**src/rtl/wwd_pkg.sv**
```systemverilog
package wwd_pkg;

  localparam int CODE_W   = 4;
  localparam int TOP_CODE = 11;

  typedef logic [CODE_W-1:0] code_t;

  typedef struct packed {
    logic  enable;
    logic  always_on;
    logic  win_en;
    code_t period;
    code_t window;
    code_t offset;
    logic  irq_en;
  } wwd_cfg_t;

endpackage

```
**src/rtl/wwd_period_dec.sv**
```systemverilog
module wwd_period_dec #(
  parameter int BASE_TICKS = 8,
  parameter int CNT_W      = 16
) (
  input  logic [wwd_pkg::CODE_W-1:0] code_i,
  output logic [CNT_W-1:0]           ticks_o
);
  import wwd_pkg::*;

  code_t sat;

  always_comb begin
    sat     = (code_i > code_t'(TOP_CODE)) ? code_t'(TOP_CODE) : code_i;
    ticks_o = CNT_W'(BASE_TICKS) << sat;
  end

endmodule

```
**src/rtl/wwd_cfg_regs.sv**
```systemverilog
module wwd_cfg_regs (
  input  logic             clk,
  input  logic             rst,
  input  logic             ctrl_we,
  input  logic             ctrl_enable,
  input  logic             ctrl_always_on,
  input  logic             ctrl_win_en,
  input  logic             cfg_we,
  input  logic [3:0]       cfg_period,
  input  logic [3:0]       cfg_window,
  input  logic             ew_we,
  input  logic [3:0]       ew_offset,
  input  logic             ie_we,
  input  logic             ie_val,
  input  logic             dflt_enable,
  input  logic             dflt_always_on,
  input  logic             dflt_win_en,
  input  logic [3:0]       dflt_period,
  input  logic [3:0]       dflt_window,
  input  logic [3:0]       dflt_offset,
  output wwd_pkg::wwd_cfg_t cfg_o
);
  import wwd_pkg::*;

  wwd_cfg_t r;
  logic     ao_next;
  logic     unlocked;

  always_comb begin
    ao_next  = r.always_on | (ctrl_we & ctrl_always_on);
    unlocked = ~r.enable;
  end

  always_ff @(posedge clk) begin
    if (rst) begin
      r.enable    <= dflt_enable;
      r.always_on <= dflt_always_on;
      r.win_en    <= dflt_win_en;
      r.period    <= dflt_period;
      r.window    <= dflt_window;
      r.offset    <= dflt_offset;
      r.irq_en    <= 1'b0;
    end else begin
      r.always_on <= ao_next;
      if (ctrl_we) begin
        if (ctrl_enable)   r.enable <= 1'b1;
        else if (!ao_next) r.enable <= 1'b0;
        if (unlocked)      r.win_en <= ctrl_win_en;
      end
      if (cfg_we && unlocked) begin
        r.period <= cfg_period;
        r.window <= cfg_window;
      end
      if (ew_we && unlocked) r.offset <= ew_offset;
      if (ie_we)             r.irq_en <= ie_val;
    end
  end

  assign cfg_o = r;

endmodule

```
**src/rtl/wwd_counter.sv**
```systemverilog
module wwd_counter #(
  parameter int CNT_W = 16
) (
  input  logic             clk,
  input  logic             rst,
  input  logic             en,
  input  logic             win_en,
  input  logic             tick,
  input  logic             kick,
  input  logic [CNT_W-1:0] per_ticks,
  input  logic [CNT_W-1:0] win_ticks,
  input  logic [CNT_W-1:0] off_ticks,
  output logic             fire_o,
  output logic             hit_o
);

  logic [CNT_W-1:0] cnt;
  logic [CNT_W-1:0] nxt;
  logic [CNT_W-1:0] limit;
  logic             armed;
  logic             closed;
  logic             expire;
  logic             early_kick;
  logic             restart;

  always_comb begin
    nxt        = cnt + 1'b1;
    limit      = win_en ? (win_ticks + per_ticks) : per_ticks;
    closed     = win_en && (cnt < win_ticks);
    expire     = en && !kick && tick && (nxt == limit);
    early_kick = en && kick && closed;
    restart    = en && (kick || expire);
    fire_o     = expire || early_kick;
    hit_o      = en && !kick && tick && !expire && armed && (nxt == off_ticks);
  end

  always_ff @(posedge clk) begin
    if (rst || !en || restart) begin
      cnt   <= '0;
      armed <= 1'b1;
    end else if (tick) begin
      cnt <= nxt;
      if (hit_o) armed <= 1'b0;
    end
  end

endmodule

```
**src/rtl/wwd_top.sv**
```systemverilog
module wwd_top #(
  parameter int BASE_TICKS = 8
) (
  input  logic       clk,
  input  logic       rst,
  input  logic       tick_en,
  input  logic       kick,
  input  logic       ctrl_we,
  input  logic       ctrl_enable,
  input  logic       ctrl_always_on,
  input  logic       ctrl_win_en,
  input  logic       cfg_we,
  input  logic [3:0] cfg_period,
  input  logic [3:0] cfg_window,
  input  logic       ew_we,
  input  logic [3:0] ew_offset,
  input  logic       ie_we,
  input  logic       ie_val,
  input  logic       ew_clr,
  input  logic       dflt_enable,
  input  logic       dflt_always_on,
  input  logic       dflt_win_en,
  input  logic [3:0] dflt_period,
  input  logic [3:0] dflt_window,
  input  logic [3:0] dflt_offset,
  output logic       enable_o,
  output logic       always_on_o,
  output logic       win_en_o,
  output logic [3:0] period_o,
  output logic [3:0] window_o,
  output logic [3:0] offset_o,
  output logic       irq_en_o,
  output logic       sys_rst_req,
  output logic       ew_flag
);
  import wwd_pkg::*;

  localparam int MAX_TICKS = BASE_TICKS << TOP_CODE;
  localparam int CNT_W     = $clog2(2 * MAX_TICKS + 1);
  localparam int N_DEC     = 3;

  wwd_cfg_t         cfg;
  code_t            codes [N_DEC];
  logic [CNT_W-1:0] ticks [N_DEC];
  logic             fire;
  logic             hit;

  wwd_cfg_regs u_regs (
    .clk(clk), .rst(rst),
    .ctrl_we(ctrl_we), .ctrl_enable(ctrl_enable),
    .ctrl_always_on(ctrl_always_on), .ctrl_win_en(ctrl_win_en),
    .cfg_we(cfg_we), .cfg_period(cfg_period), .cfg_window(cfg_window),
    .ew_we(ew_we), .ew_offset(ew_offset),
    .ie_we(ie_we), .ie_val(ie_val),
    .dflt_enable(dflt_enable), .dflt_always_on(dflt_always_on),
    .dflt_win_en(dflt_win_en), .dflt_period(dflt_period),
    .dflt_window(dflt_window), .dflt_offset(dflt_offset),
    .cfg_o(cfg)
  );

  assign codes[0] = cfg.period;
  assign codes[1] = cfg.window;
  assign codes[2] = cfg.offset;

  for (genvar g = 0; g < N_DEC; g++) begin : g_dec
    wwd_period_dec #(.BASE_TICKS(BASE_TICKS), .CNT_W(CNT_W)) u_dec (
      .code_i (codes[g]),
      .ticks_o(ticks[g])
    );
  end

  wwd_counter #(.CNT_W(CNT_W)) u_cnt (
    .clk(clk), .rst(rst),
    .en(cfg.enable), .win_en(cfg.win_en),
    .tick(tick_en), .kick(kick),
    .per_ticks(ticks[0]), .win_ticks(ticks[1]), .off_ticks(ticks[2]),
    .fire_o(fire), .hit_o(hit)
  );

  always_ff @(posedge clk) begin
    if (rst) begin
      sys_rst_req <= 1'b0;
      ew_flag     <= 1'b0;
    end else begin
      sys_rst_req <= fire;
      if (hit && cfg.irq_en) ew_flag <= 1'b1;
      else if (ew_clr)       ew_flag <= 1'b0;
    end
  end

  assign enable_o    = cfg.enable;
  assign always_on_o = cfg.always_on;
  assign win_en_o    = cfg.win_en;
  assign period_o    = cfg.period;
  assign window_o    = cfg.window;
  assign offset_o    = cfg.offset;
  assign irq_en_o    = cfg.irq_en;

endmodule

```
**config.mk**
```make
export PLATFORM = sky130hd
export DESIGN_NAME = wwd_top
export DESIGN_NICKNAME = d
export VERILOG_FILES = /design/src/rtl/wwd_pkg.sv /design/src/rtl/wwd_period_dec.sv /design/src/rtl/wwd_cfg_regs.sv /design/src/rtl/wwd_counter.sv /design/src/rtl/wwd_top.sv
export SDC_FILE = /design/constraint.sdc
export NUM_CORES = 1
export LEC_CHECK = 0
export BUFFER_PORTS_ARGS = -buffer_cell sky130_fd_sc_hd__buf_2
export CORE_ASPECT_RATIO = 2
export CORE_MARGIN = 3
export CORE_UTILIZATION = 60
export CTS_CLUSTER_SIZE = 14
export DETAILED_ROUTE_END_ITERATION = 10
export MAX_ROUTING_LAYER = met4
export PLACE_DENSITY = 0.83
export SLEW_MARGIN = 25
export SYNTH_ARGS = -nofsm -noshare
export SYNTH_HDL_FRONTEND = slang
export SYNTH_HIERARCHICAL = 1
export SYNTH_SLANG_ARGS = --single-unit
```
**constraint.sdc**
```tcl
create_clock -name clk -period 3.5 [get_ports clk]
set_input_delay 0 -clock clk [delete_from_list [all_inputs] [get_ports clk]]
set_output_delay 0 -clock clk [all_outputs]
set_load 0.1 [all_outputs]
```
==> flow_summary_export.csv <==
group,metric,value,unit
finish,utilization,84.8,%
yosys,async_reset_ff_share,0,%
yosys,seq_area_frac_synth,19.8,%
timing,timing.final.ws_setup,-0.455,ns
timing,fin_crit,3.95,ns
yosys,syn_area_per_cell,8.49,um^2
power,p_leak,2.43,nW
placed_design,dp_hpwl,10300,um
clocking,cts_buffers,5,
timing,slew_headroom,38.8,%
yosys,netlist.area_leader.share,9.89,%
finish,num-nets-final,701,
timing,worst_slew_pin_slew,0.918,ns
timing,drv_slew,0,
timing,finalCritPeriodShare,113,%
timing,hold_violations,0,
placed_design,place_congestion,0.977,
clocking,clk_pin_slew,0.06,ns
run,max_cap_viol_count,0,
placed_design,io_buffers,57,
clocking,clk-insertion-delay-late,0.28,ns
floorplan,core-area,0.00673,mm^2
global_route,grt-ovfl-total,0,
global_route,antenna_found_initial,0,
yosys,synth_area_leaders,"dfxtp_1 9.9%, edfxtp_1 9.9%, ha_1 9.1%",
setup_path,crit_arrival,4.09,ns
worst_hold_path,hp-start,"cfg_period[1]",
timing,max_freq,253,MHz
clocking,cts_tree,"yes",
timing,worst_hold_slack,0.0161,ns
setup_path,critPathMaxFanout,8,
yosys,syn_inst,501,
detailed_routing,routed_wl,16400,um
setup_path,cp-start-kind,"flop",
yosys,yosysWarnings,6,
yosys,synth_edf_count,14,
floorplan,rows,42,
floorplan,start_util,63.2,%
floorplan,die_y,125,um
timing,final-setup-viol-count,19,
yosys,post-synth-top-area-cell,"dfxtp_1",
finish,synthToLayoutAreaGrowth,34.1,%
detailed_routing,drtIter0Drc,412,
clocking,clkSinkCount,35,
setup_path,worstReg2RegStart,"u_regs/cfg_o[9]$_DFFE_PP_",
setup_path,worst_ep_required_time,3.64,ns
setup_path,rr_worst_depth,15,
run_status,status,"finished, violations left",
finish,fillers,369,
worst_hold_path,min_path_type,"in2reg",
yosys,synth_cell_type_count,71,
setup_path,path_class,"reg2reg",
global_route,grt_pass1_vias,4409,
power,p_per_area,277,mW/mm^2
worst_hold_path,hold_depth,2,
global_route,grt_pass1_wl,20900,um
yosys,synth_ff_type,"dfxtp_1",
finish,multiInputGateArea,0.00349,mm^2
clocking,ctsLongestPathBuffers,2,
global_route,track_usage,33.9,%
floorplan,die_area,0.00820,mm^2
finish,layout-drive-gt1-share,37.9,%
detailed_routing,drc_errors,0,
detailed_routing,num_vias,4715,
finish,seqCellArea,841,um^2
detailed_routing,first_pass_iters,5,
detailed_routing,vias_per_cell,6.57,
timing,finClkSkew,0.00525,ns
detailed_routing,wire_per_inst,22.9,um
floorplan,io_pins,58,
finish,n_antenna_cell,0,
yosys,synth_seq_cells,35,
setup_path,critPathCaptureType,"flop",
power,peakVddDrop,390,uV
timing,rsz0062_at_grt,"true",
floorplan,die_w,65.5,um
run_status,violations,"setup timing",
yosys,synth_area,0.00425,mm^2
clocking,root_buffer,"clkbuf_16",
clocking,htreeDepth,2,
detailed_routing,drtAntennaViolNets,0,
global_route,grt_start_max_net_pins,25,
setup_path,critical_path.startpoint,"u_regs/cfg_o[9]$_DFFE_PP_",
## state kept, by name (all words and copies together), names as in the netlist
name          cells
u_cnt/cnt        16
ew_flag           1
u_regs/cfg_o     16
u_cnt/armed       1
sys_rst_req       1
## cell usage after synthesis (14+ instances only)
cell,count
nor2_1,56
xnor2_1,39
ha_1,31
xor2_1,26
inv_1,24
nand2_1,24
nor3_1,23
a21oi_1,22
dfxtp_1,21
nand4_1,15
buf_4,14
edfxtp_1,14
## cells by family after synthesis
group	Yosys count	synth area share, %
AO/OA/AOI/OAI	91	14.9
XOR/XNOR	68	14.7
adder cells (fa/ha/maj)	32	9.59
buffers and inverters	61	9.18
flip-flops	35	19.8
multiplexers	19	6.03
other	3	0.265
AND/OR/NAND/NOR	192	25.5
## worst paths after layout
check / endpoint / slack (ns)
setup / recovery: ew_flag$_SDFFE_PP0P_ / -0.45
hold reg to reg: u_cnt/armed$_SDFFE_PP1P_ / 0.48
setup reg to reg: ew_flag$_SDFFE_PP0P_ / -0.45
hold / removal: u_regs/cfg_o[10]$_DFFE_PP_ / 0.02
## where the power goes
part,leakage (nW),switching [mW],internal (mW)
registers,0.310,0.0375,0.446
clock network,0.0679,0.171,0.263
logic,2.06,0.401,0.259
total,2.43,0.610,0.968
## stage by stage
stage          instances  power, mW  instance area (um^2)  setup slack (ns)  setup TNS, ns
5_1_grt              718       1.63                  5700            -0.548          -7.03
3_5_place_dp         684       1.00                  4910            -0.142         -0.894
4_1_cts              698       1.45                  5180           0.00742              0
2_1_floorplan        510      0.872                  4320            -0.326          -4.95
6_report             718       1.58                  5700            -0.455          -5.62
3_3_place_gp         684      0.994                  4910            -0.169         -0.253
## cell type report
type,instances,area share (%)
inverter,24,1.58
clock buffer,7,2.33
clock inverter,1,0.0878
tap,88,1.93
timing repair buffer,149,18.1
sequential,35,14.7
multi-input combinational,414,61.2
## per-layer routing
metal,track usage [%],vias up,part of all wire (%)
met5,-,-,0
met4,23.1,0,11
met3,4.13,150,8.0
met2,61.7,343,51
met1,31.5,2190,31
li1,-,2032,-
## cells in the final DEF, fill, tap and decap left out, drive strengths merged, types with 5 or more instances in the layout
cell and count:
buf 144, nor2 56, xnor2 41, ha 31, xor2 26, nor3 26, inv 24, nand2 24
a21oi 24, dfxtp 21, nand2b 17, nand4 16, edfxtp 14, mux2 14, conb 12, o21ai 12
a21o 11, nand3 11, clkbuf 8, nor4 8, and3 7, a211oi 6, nor2b 5, o211ai 5
mux2i 5, a31oi 5
## critical path, cell delays in order, from the launching register on
cell,delay [ns]
edfxtp_1,0.54
buf_6,0.20
nor4_4,0.29
ha_4,0.18
buf_4,0.14
nand2_1,0.08
o311ai_0,0.56
nor3_1,0.14
xnor2_1,0.19
o2111ai_2,0.20
buf_4,0.20
a2111oi_4,0.40
and3_1,0.34
a31oi_4,0.14
nand2_1,0.12
a21oi_2,0.06
## repair_timing
item	CTS	global route
gates resized for setup	14	63
hold endpoints to repair	3	0
hold buffers	4	0
setup endpoints to repair	19	19
setup buffers	2	20
cloned	0	1
pin swaps	5	22
(Power assumes the default switching activity.)
